<file path="config.mk">
export PLATFORM = sky130hd
export DESIGN_NAME = sg_page_walker
export DESIGN_NICKNAME = d
export VERILOG_FILES = /design/src/rtl/sg_walk_pkg.sv /design/src/rtl/sg_span_calc.sv /design/src/rtl/sg_desc_port.sv /design/src/rtl/sg_chunk_reg.sv /design/src/rtl/sg_page_walker.sv
export SDC_FILE = /design/constraint.sdc
export NUM_CORES = 1
export LEC_CHECK = 0
export BUFFER_PORTS_ARGS = -buffer_cell sky130_fd_sc_hd__buf_2
export CAP_MARGIN = 10
export CORE_ASPECT_RATIO = 1.75
export CORE_MARGIN = 3
export CORE_UTILIZATION = 50
export DETAILED_ROUTE_END_ITERATION = 10
export PLACE_DENSITY = 0.88
export SLEW_MARGIN = 20
export SYNTH_ARGS = -nofsm -noshare
export SYNTH_HDL_FRONTEND = slang
export SYNTH_SLANG_ARGS = --single-unit
</file>
<file path="constraint.sdc">
create_clock -name clk -period 6.33 [get_ports clk]
set_input_delay 0.633 -clock clk [delete_from_list [all_inputs] [get_ports clk]]
set_output_delay 0.633 -clock clk [all_outputs]
set_load 0.05 [all_outputs]
</file>
<file path="src/rtl/sg_walk_pkg.sv">
package sg_walk_pkg;

  typedef enum logic [2:0] {
    W_IDLE   = 3'd0,
    W_CHECK  = 3'd1,
    W_FETCH  = 3'd2,
    W_EMIT   = 3'd3,
    W_FINISH = 3'd4
  } walk_state_e;

  localparam int unsigned SLOT_SHIFT = 3;  // 8-byte descriptor slots

endpackage

</file>
<file path="src/rtl/sg_span_calc.sv">
module sg_span_calc #(
  parameter int unsigned PAGE_SHIFT = 12,
  parameter int unsigned LEN_W      = 24,
  parameter int unsigned CNT_W      = PAGE_SHIFT + 1
) (
  input  logic [PAGE_SHIFT-1:0] off,
  input  logic [LEN_W-1:0]      rem,
  output logic [CNT_W-1:0]      span
);
  localparam logic [CNT_W-1:0] PAGE_CNT = CNT_W'(1) << PAGE_SHIFT;

  logic [CNT_W-1:0] room;

  always_comb begin
    room = PAGE_CNT - CNT_W'(off);
    if (rem < LEN_W'(room)) span = CNT_W'(rem);
    else                    span = room;
  end
endmodule

</file>
<file path="src/rtl/sg_desc_port.sv">
module sg_desc_port #(
  parameter int unsigned ADDR_W = 32
) (
  input  logic              clk,
  input  logic              rst,
  input  logic              issue,
  input  logic [ADDR_W-1:0] issue_addr,
  output logic              rd_valid,
  output logic [ADDR_W-1:0] rd_addr,
  input  logic              rd_ready,
  input  logic              rsp_valid,
  input  logic [ADDR_W-1:0] rsp_data,
  output logic              got,
  output logic [ADDR_W-1:0] page
);
  logic waiting;

  always_ff @(posedge clk) begin
    if (rst) begin
      rd_valid <= 1'b0;
      rd_addr  <= '0;
      waiting  <= 1'b0;
      got      <= 1'b0;
      page     <= '0;
    end else begin
      got <= 1'b0;
      if (issue) begin
        rd_valid <= 1'b1;
        rd_addr  <= issue_addr;
      end else if (rd_valid && rd_ready) begin
        rd_valid <= 1'b0;
        waiting  <= 1'b1;
      end
      if (waiting && rsp_valid) begin
        waiting <= 1'b0;
        got     <= 1'b1;
        page    <= rsp_data;
      end
    end
  end
endmodule

</file>
<file path="src/rtl/sg_chunk_reg.sv">
module sg_chunk_reg #(
  parameter int unsigned ADDR_W = 32,
  parameter int unsigned CNT_W  = 13
) (
  input  logic              clk,
  input  logic              rst,
  input  logic              load,
  input  logic [ADDR_W-1:0] ld_addr,
  input  logic [CNT_W-1:0]  ld_bytes,
  input  logic              ld_wr,
  output logic              valid,
  output logic [ADDR_W-1:0] addr,
  output logic [CNT_W-1:0]  bytes,
  output logic              wr,
  input  logic              ready,
  output logic              taken
);
  assign taken = valid && ready;

  always_ff @(posedge clk) begin
    if (rst) begin
      valid <= 1'b0;
      addr  <= '0;
      bytes <= '0;
      wr    <= 1'b0;
    end else if (load) begin
      valid <= 1'b1;
      addr  <= ld_addr;
      bytes <= ld_bytes;
      wr    <= ld_wr;
    end else if (taken) begin
      valid <= 1'b0;
    end
  end
endmodule

</file>
<file path="src/rtl/sg_page_walker.sv">
module sg_page_walker
  import sg_walk_pkg::*;
#(
  parameter int unsigned ADDR_W     = 32,
  parameter int unsigned LEN_W      = 24,
  parameter int unsigned MAXI_W     = 20,
  parameter int unsigned PAGE_BYTES = 4096,
  localparam int unsigned PAGE_SHIFT = $clog2(PAGE_BYTES),
  localparam int unsigned CNT_W      = PAGE_SHIFT + 1
) (
  input  logic              clk,
  input  logic              rst,
  input  logic              start,
  input  logic [ADDR_W-1:0] tbl_base,
  input  logic [MAXI_W-1:0] max_idx,
  input  logic [ADDR_W-1:0] lin_addr,
  input  logic [LEN_W-1:0]  xfer_len,
  input  logic              dir_wr,
  output logic              busy,
  output logic              done,
  output logic              err,
  output logic              mem_rd_valid,
  output logic [ADDR_W-1:0] mem_rd_addr,
  input  logic              mem_rd_ready,
  input  logic              mem_rsp_valid,
  input  logic [ADDR_W-1:0] mem_rsp_data,
  output logic              chk_valid,
  output logic [ADDR_W-1:0] chk_addr,
  output logic [CNT_W-1:0]  chk_bytes,
  output logic              chk_wr,
  input  logic              chk_ready
);
  localparam int unsigned IDX_W = ADDR_W - PAGE_SHIFT;

  walk_state_e           state;
  logic [IDX_W-1:0]      idx_q, max_q;
  logic [PAGE_SHIFT-1:0] off_q;
  logic [LEN_W-1:0]      rem_q;
  logic [ADDR_W-1:0]     base_q;
  logic                  wr_q, err_q, done_q;

  logic                  over_bound, issue, load, got, taken;
  logic [ADDR_W-1:0]     page, slot_addr;
  logic [CNT_W-1:0]      span;

  assign over_bound = idx_q > max_q;
  assign issue      = (state == W_CHECK) && !over_bound;
  assign load       = (state == W_FETCH) && got;
  assign slot_addr  = base_q + ADDR_W'({idx_q, {SLOT_SHIFT{1'b0}}});

  sg_span_calc #(
    .PAGE_SHIFT(PAGE_SHIFT), .LEN_W(LEN_W), .CNT_W(CNT_W)
  ) u_span (
    .off(off_q), .rem(rem_q), .span(span)
  );

  sg_desc_port #(.ADDR_W(ADDR_W)) u_desc (
    .clk(clk), .rst(rst),
    .issue(issue), .issue_addr(slot_addr),
    .rd_valid(mem_rd_valid), .rd_addr(mem_rd_addr), .rd_ready(mem_rd_ready),
    .rsp_valid(mem_rsp_valid), .rsp_data(mem_rsp_data),
    .got(got), .page(page)
  );

  sg_chunk_reg #(.ADDR_W(ADDR_W), .CNT_W(CNT_W)) u_chunk (
    .clk(clk), .rst(rst),
    .load(load), .ld_addr(page + ADDR_W'(off_q)), .ld_bytes(span), .ld_wr(wr_q),
    .valid(chk_valid), .addr(chk_addr), .bytes(chk_bytes), .wr(chk_wr),
    .ready(chk_ready), .taken(taken)
  );

  always_ff @(posedge clk) begin
    if (rst) begin
      state  <= W_IDLE;
      idx_q  <= '0;
      max_q  <= '0;
      off_q  <= '0;
      rem_q  <= '0;
      base_q <= '0;
      wr_q   <= 1'b0;
      err_q  <= 1'b0;
      done_q <= 1'b0;
    end else begin
      done_q <= 1'b0;
      case (state)
        W_IDLE: if (start) begin
          base_q <= tbl_base;
          max_q  <= IDX_W'(max_idx);
          idx_q  <= lin_addr[ADDR_W-1:PAGE_SHIFT];
          off_q  <= lin_addr[PAGE_SHIFT-1:0];
          rem_q  <= xfer_len;
          wr_q   <= dir_wr;
          err_q  <= 1'b0;
          state  <= (xfer_len == '0) ? W_FINISH : W_CHECK;
        end
        W_CHECK: begin
          if (over_bound) begin
            err_q <= 1'b1;
            state <= W_FINISH;
          end else begin
            state <= W_FETCH;
          end
        end
        W_FETCH: if (got) state <= W_EMIT;
        W_EMIT: if (taken) begin
          rem_q <= rem_q - LEN_W'(span);
          if (rem_q == LEN_W'(span)) begin
            state <= W_FINISH;
          end else begin
            idx_q <= idx_q + 1'b1;
            off_q <= '0;
            state <= W_CHECK;
          end
        end
        W_FINISH: begin
          done_q <= 1'b1;
          state  <= W_IDLE;
        end
        default: state <= W_IDLE;
      endcase
    end
  end

  assign busy = (state != W_IDLE);
  assign done = done_q;
  assign err  = err_q;
endmodule

</file>
# --- After elaboration in Yosys (flattened, before gate mapping) ---
# Cells that the tools add are included.
# Widths: inputs -> output; s select.
word_totals:
  register_bits: 228
  inputBits: 147
  out_inout_bits: 83
  elab_cells: 84
classes:
  n_addsub: 5
  magnitude_cmp: 2
  eq_ne: 10
  muxes: 28
  bitwise_logic: 1
  reduce_logical: 20
ops:
  columns: ["op", "n"]
  rows:
  - ["$mux 20", 3]
  - ["$mux 24", 2]
  - ["$pmux 24 s2", 1]
  - ["$pmux 20 s2", 1]
  - ["$mux 12", 3]
  - ["$add 32x12->32", 1]
  - ["$add 32x23->32", 1]
  - ["$eq 24x13->1", 1]
  - ["$logic_not 24->1", 1]
  - ["$lt 24x13->1", 1]
  - ["$pmux 12 s2", 1]
  - ["$sub 24x13->24", 1]
  - ["$add 20x1->20 const B", 1]
  - ["$gt 20x20->1", 1]
  - ["$mux 3", 6]
  - ["$mux 13", 1]
  - ["$sub 13x12->13 const A", 1]
  - ["$pmux 3 s4", 1]
  - ["$reduce_and 3->1", 3]
  - ["$mux 1", 8]
  - ["$ne 2x2->1 const B", 4]
  - ["$reduce_bool 2->1", 4]
  - ["$eq 3x2->1 const B", 2]
  - ["$logic_and 1x1->1", 5]
  - ["other kinds (11)", 12]

# --- Logic depth before layout (Yosys ltp) ---
depth:
  ltp_word: 7
  mapped_depth: 29
  mapped_depth_nobuf: 29

# --- Modules after synthesis ---
# A second synthesis with hierarchy kept.
hier_totals:
  hier_cells: 1674
  area_unflattened_um2: 13601.8
modules_own_cells:
  columns: ["module", "instances", "cells_per_inst", "area_per_inst_um2", "seq_area_each_um2"]
  rows:
  - ["sg_page_walker", 1, 1173, 8554.5, 2282.2]
  - ["sg_desc_port", 1, 260, 2677.6, 1341.3]
  - ["sg_chunk_reg", 1, 153, 1695.4, 940.9]
  - ["sg_span_calc", 1, 88, 674.4, 0.0]

# --- Worst setup path after synthesis ---
# No wires, ideal clock.
synth_timing:
  path_type: "reg-to-reg"
  from: "register off_q[0]"
  to: "register rem_q[14]"
  setup_ns: 0.135
  arrival_time_ns: 5.942
  t_required_ns: 6.195
  path_slack_ns: 0.252
  stages_incl_launch_ff: 26
  path_buffers: 2
  synth_period_minus_slack_ns: 6.078
  path_cell_list: "dfxtp_1 -> or4_1 -> clkbuf_1 -> nor4_1 -> xor2_1 -> ha_1 -> a21oi_1 -> o21ai_0 -> a21oi_1 -> and4b_1 -> and2_1 -> nor2_2 -> clkbuf_1 -> a21oi_1 -> fa_1 -> a21oi_1 -> nor2_1 -> a221oi_1 -> maj3_1 -> nor2_1 -> a221oi_2 -> o31a_2 -> o32ai_4 -> or3_1 -> o22ai_1 -> a211oi_2"
synth_via:
  elab_chain_len: 6
synth_rtl:
  columns: ["element", "line_no", "rtl"]
  rows:
  - ["from (decl)", "sg_page_walker.sv:37", "logic [PAGE_SHIFT-1:0] off_q;"]
  - ["from (signal assigned)", "sg_page_walker.sv:90", "off_q <= lin_addr[PAGE_SHIFT-1:0];"]
  - ["$sub 13x12->13 *", "sg_span_calc.sv:15", "room = PAGE_CNT - CNT_W'(off);"]
  - ["$lt 24x13->1", "sg_span_calc.sv:16", "if (rem < LEN_W'(room)) span = CNT_W'(rem);"]
  - ["$mux 13 *", "sg_span_calc.sv:16", null]
  - ["$sub 24x13->24 *", "sg_page_walker.sv:106", "rem_q <= rem_q - LEN_W'(span);"]
  - ["$mux 24 *", "sg_page_walker.sv:105", "W_EMIT: if (taken) begin"]
  - ["$pmux 24 s2 *", "sg_page_walker.sv:85", "case (state)"]
  - ["to (signal assigned)", "sg_page_walker.sv:91", "rem_q <= xfer_len;"]
  - ["to (signal assigned)", "sg_page_walker.sv:106", null]
  - ["to (decl)", "sg_page_walker.sv:38", "logic [LEN_W-1:0] rem_q;"]
# Mark *: on every way between the ends. The rest lies on a longest branch, timed or not. The select of a mux whose other input is x is not followed.
# A chain may end at the register's enable or synchronous reset.

# --- Worst setup path in the final report ---
layout_timing:
  from: "register off_q[5]"
  to: "register rem_q[14]"
layout_via:
  elab_chain_len: 6
layout_rtl:
  columns: ["element", "line_no", "rtl"]
  rows:
  - ["$sub 13x12->13", "sg_span_calc.sv:15", null]
  - ["$lt 24x13->1", "sg_span_calc.sv:16", null]
  - ["$mux 13", "sg_span_calc.sv:16", null]
  - ["named net span[0]", "sg_page_walker.sv:44", "logic [CNT_W-1:0] span;"]
  - ["$sub 24x13->24", "sg_page_walker.sv:106", null]
  - ["$mux 24", "sg_page_walker.sv:105", null]
  - ["$pmux 24 s2", "sg_page_walker.sv:85", null]
# The timed path passes the listed nets, and every way through them passes these cells. The select of a mux whose other input is x is not followed.

==> results.py <==
metrics = {
    "outcome": {
        "status": "complete, no violations",
    },
    "clock_tree": {
        "tritoncts.num_buffers": 23,
        "clk_root_buffer_cell": "sky130_fd_sc_hd__clkbuf_16",
        "clock_sink_count": 228,
        "max-clock-path-buffers": 3,
        "tritoncts": "done",
        "cts_hold_repair.buffers": 0,
        "worst_setup_hold_path_clk_slew_ns": 0.07,
        "clock_latency_ns": 0.53,
        "cts_htree_levels": 1,
    },
    "synthesis": {
        "ffs_w_async_s_r_synth": 0,
        "syn_nets": 1788,
        "synthesis.area_um2": 12700,
        "yosysMostFrequentCell": "sky130_fd_sc_hd__dfxtp_1",
        "ys_top_cells_by_area": "sky130_fd_sc_hd__dfxtp_1 36%, sky130_fd_sc_hd__ha_1 7.1%, sky130_fd_sc_hd__nand2_1 6.5%, sky130_fd_sc_hd__a21oi_1 6.2%, sky130_fd_sc_hd__nor2_1 4.6%",
        "netlist_instances": 1566,
        "post-synth-top-area-fraction": 0.360,
        "post_synth_most_frequent_cells": "228 x sky130_fd_sc_hd__dfxtp_1, 219 x sky130_fd_sc_hd__nand2_1, 158 x sky130_fd_sc_hd__a21oi_1",
        "synth_largest_area_cell": "sky130_fd_sc_hd__dfxtp_1",
        "yosys_register_bits": 228,
        "post_synth_num_cell_types": 91,
        "synth.yosys.seq_area_share": 0.360,
        "yosysWarningCount": 0,
        "avgSynthCellArea_um2": 8.09,
        "synth-edff-count": 0,
        "postSynth.topFlopCell": "sky130_fd_sc_hd__dfxtp_1",
    },
    "die": {
        "core_region_area_um2": 24800,
        "initial_core_util": 0.511,
        "design.portCount": 230,
        "rows": 76,
        "die_height_um": 217,
        "die_width_um": 126,
        "dieArea_um2": 27400,
    },
    "sta": {
        "clock.fmax_ghz": 0.167,
        "timing_max_transition_violations_final": 0,
        "setup_viol_count_final": 0,
        "worstMarginPinSlew_ns": 1.07,
        "report.final.hold_viol_count": 0,
        "timing.slew.headroom": 0.281,
        "timing.final.crit_share": 0.946,
        "layout_min_cycle_time_ns": 5.99,
        "clock-skew-final_ns": 0.0142,
    },
    "pwr": {
        "total_leakage_power_nw": 6.28,
        "netSwitchingPower_mw": 3.21,
        "intPower_mw": 3.99,
        "sw_frac_of_total": 0.445,
        "combPwrFrac": 0.519,
        "ir_worst_vdd_v": 0.000397,
        "power_mw": 7.20,
        "share_clk_of_total_power": 0.208,
        "seq_power_share": 0.273,
        "power.density_nw_per_um2": 482,
    },
    "grt": {
        "global_route.usage.total": 0.274,
        "global_route_wire_length_before_repair_mm": 61.6,
        "grt_antenna_before_repair": 4,
        "maximum_number_of_pins_on_one_net_before_global_route_repair": 79,
        "grt_overflow": 0,
        "first_global_vias": 12200,
    },
    "layout": {
        "final_util": 0.602,
        "area_growth_syn_to_layout_pct": 17.9,
        "final_net_count": 1979,
        "layout-drive-gt1-share": 0.198,
    },
    "routing": {
        "vias": 12400,
        "viasPerCell": 5.94,
        "post_detailed_route_drc_marker_count": 0,
        "route.antenna.remaining_nets": 0,
        "route.final.wire_length_mm": 39.3,
        "dr.pass1.iters": 5,
        "post_detailed_route_wirelength_per_cell_um": 18.9,
        "detail_route.iter0.violations": 681,
    },
    "critical_path": {
        "crit_path_frequent_cell": "sky130_fd_sc_hd__or3_1",
        "timing.critical_path.from_type": "flip-flop",
        "timing.setup.critical_path_class": "reg -> reg",
        "critical_path.top_delay_family": "compound AO/OA/AOI/OAI gates",
        "crit_path_end_kind": "flip-flop",
        "worstPathRequired_ns": 6.71,
        "path_cells": "or4_4 -> or3_1 -> or3_1 -> nand2_1 -> ha_1 -> a311o_1 -> o22a_2 -> nor2_2 -> nand2_1 -> o21ai_1 -> ha_1 -> inv_1 -> fa_1 -> a21oi_4 -> a31oi_1 -> a221oi_2 -> maj3_1 -> nor2_1 -> a221oi_2 -> o31a_2 -> o32ai_4 -> or3_1 -> o22ai_1 -> a211oi_2",
        "cp_slowest_stage_delay_ns": 0.62,
        "timing.critical_path.fanout_max": 7,
        "regToRegSetupSlack_ns": 0.34,
        "cp.arrival_ns": 6.36,
        "timing.critical_path.slowest_stage_cell": "sky130_fd_sc_hd__or4_4",
        "timing.critical_path.buf_inv": 1,
    },
    "placement": {
        "port-buffer-count": 229,
        "place_congestion": 0.930,
        "hpwl_detailed_mm": 29.1,
    },
    "worst_hold_path": {
        "hold_path_class": "in -> reg",
    },
    "run": {
        "maxCapViolCount": 0,
    },
}
layer usage:
| layer | vias to the layer above | wire [µm] | global-route usage |
|---|---|---|---|
| met4 | 6 | 2420 | 0.157 |
| met3 | 151 | 2150 | 0.0365 |
| met1 | 5756 | 14000 | 0.287 |
| met2 | 493 | 20700 | 0.514 |
| li1 | 5988 | - | - |
| met5 | - | 35 | 0 |
state kept, by name (all words and copies together), names as in the netlist:
signal and count:
off_q 12, u_chunk.valid 1, u_desc.rd_addr 32, base_q 32, state 3, max_q 20
u_chunk.wr 1, u_desc.waiting 1, u_desc.got 1, rem_q 24, done 1, u_chunk.addr 32
wr_q 1, err 1, u_chunk.bytes 13, u_desc.page 32, u_desc.rd_valid 1, idx_q 20
cells by family (layout without fill, tap and decap cells):
kind of cell               Yosys count  count (layout)  share of synthesized area
adders and majority gates           76              76                     0.0766
AOI/OAI and AO/OA                  441             442                      0.235
other                                0               1                          0
and+or+nand+nor                    580             580                      0.214
DFF                                228             228                      0.360
buffers and inverters              147             354                     0.0458
muxes                               25              25                     0.0197
xor gates and xnor gates            69              69                     0.0488
timing repair:
| action | in CTS | in global routing |
|---|---|---|
| buffers inserted | 0 | 2 |
| gates resized for setup | 0 | 10 |
| setup endpoints to repair | 0 | 8 |
cell usage in the layout (no fill, tap or decap), types with 10 or more instances in the layout:
cell type	n
sky130_fd_sc_hd__and3_1	21
sky130_fd_sc_hd__nor2b_1	12
sky130_fd_sc_hd__dfxtp_1	228
sky130_fd_sc_hd__nor3_1	27
sky130_fd_sc_hd__mux2i_1	25
sky130_fd_sc_hd__a21oi_1	156
sky130_fd_sc_hd__a31oi_1	10
sky130_fd_sc_hd__nand2_1	218
sky130_fd_sc_hd__buf_2	228
sky130_fd_sc_hd__nand3_1	48
sky130_fd_sc_hd__or3_1	12
sky130_fd_sc_hd__a22o_1	32
sky130_fd_sc_hd__a211oi_1	58
sky130_fd_sc_hd__clkbuf_16	23
sky130_fd_sc_hd__a21o_1	21
sky130_fd_sc_hd__ha_1	72
sky130_fd_sc_hd__xor2_1	20
sky130_fd_sc_hd__o31ai_1	10
sky130_fd_sc_hd__nor2_1	153
sky130_fd_sc_hd__o21ai_0	50
sky130_fd_sc_hd__xnor2_1	47
sky130_fd_sc_hd__buf_4	26
sky130_fd_sc_hd__inv_1	57
metrics by stage:
stage	hold slack (ns)	TNS, ns	setup WS [ns]	area (µm²)	cells
finish	0.317	0	0.342	14900	2087
global route	0.312	-0.00921	-0.00921	14900	2086
CTS	0.296	0	0.0512	14900	2083
detailed placement	0.443	0	0.0622	14100	2041
global placement	0.440	0	0.233	14000	2041
floorplan	0.432	0	0.252	12700	1566
path summary, 6_finish.rpt:
path         cells after the start             end       startpoint
max reg2reg                     24       rem_q[14]         off_q[5]
min                              2  u_desc.page[1]  mem_rsp_data[1]
max                             24       rem_q[14]         off_q[5]
min reg2reg                      2      u_chunk.wr       u_chunk.wr
worst reg2reg max path, stage by stage, from the launching register on:
cell and delay [ns]:
sky130_fd_sc_hd__dfxtp_1 0.42, sky130_fd_sc_hd__or4_4 0.62, sky130_fd_sc_hd__or3_1 0.34, sky130_fd_sc_hd__or3_1 0.36
sky130_fd_sc_hd__nand2_1 0.14, sky130_fd_sc_hd__ha_1 0.26, sky130_fd_sc_hd__a311o_1 0.39, sky130_fd_sc_hd__o22a_2 0.23
sky130_fd_sc_hd__nor2_2 0.18, sky130_fd_sc_hd__nand2_1 0.07, sky130_fd_sc_hd__o21ai_1 0.10, sky130_fd_sc_hd__ha_1 0.17
sky130_fd_sc_hd__inv_1 0.06, sky130_fd_sc_hd__fa_1 0.44, sky130_fd_sc_hd__a21oi_4 0.20, sky130_fd_sc_hd__a31oi_1 0.13
sky130_fd_sc_hd__a221oi_2 0.30, sky130_fd_sc_hd__maj3_1 0.22, sky130_fd_sc_hd__nor2_1 0.05, sky130_fd_sc_hd__a221oi_2 0.19
sky130_fd_sc_hd__o31a_2 0.23, sky130_fd_sc_hd__o32ai_4 0.13, sky130_fd_sc_hd__or3_1 0.33, sky130_fd_sc_hd__o22ai_1 0.19
sky130_fd_sc_hd__a211oi_2 0.09
area by class of cell:
class	instances	area [µm²]
fill	2168	9870
multi-input combinational	1192	7610
sequential	228	4560
timing repair buffer	255	1350
clock buffer	30	652
tap	312	390
inverter	57	214
clock inverter	12	168
antenna	1	2.50
power groups by stage:
stage,clock network [mW],registers [mW],logic (mW)
2_1_floorplan,0,2.06,2.54
3_3_place_gp,0,1.97,3.54
3_5_place_dp,0,1.99,3.60
4_1_cts,1.52,1.96,3.63
5_1_grt,1.56,2.00,4.07
6_report,1.50,1.97,3.74
Power figures use the tool's default switching activity.
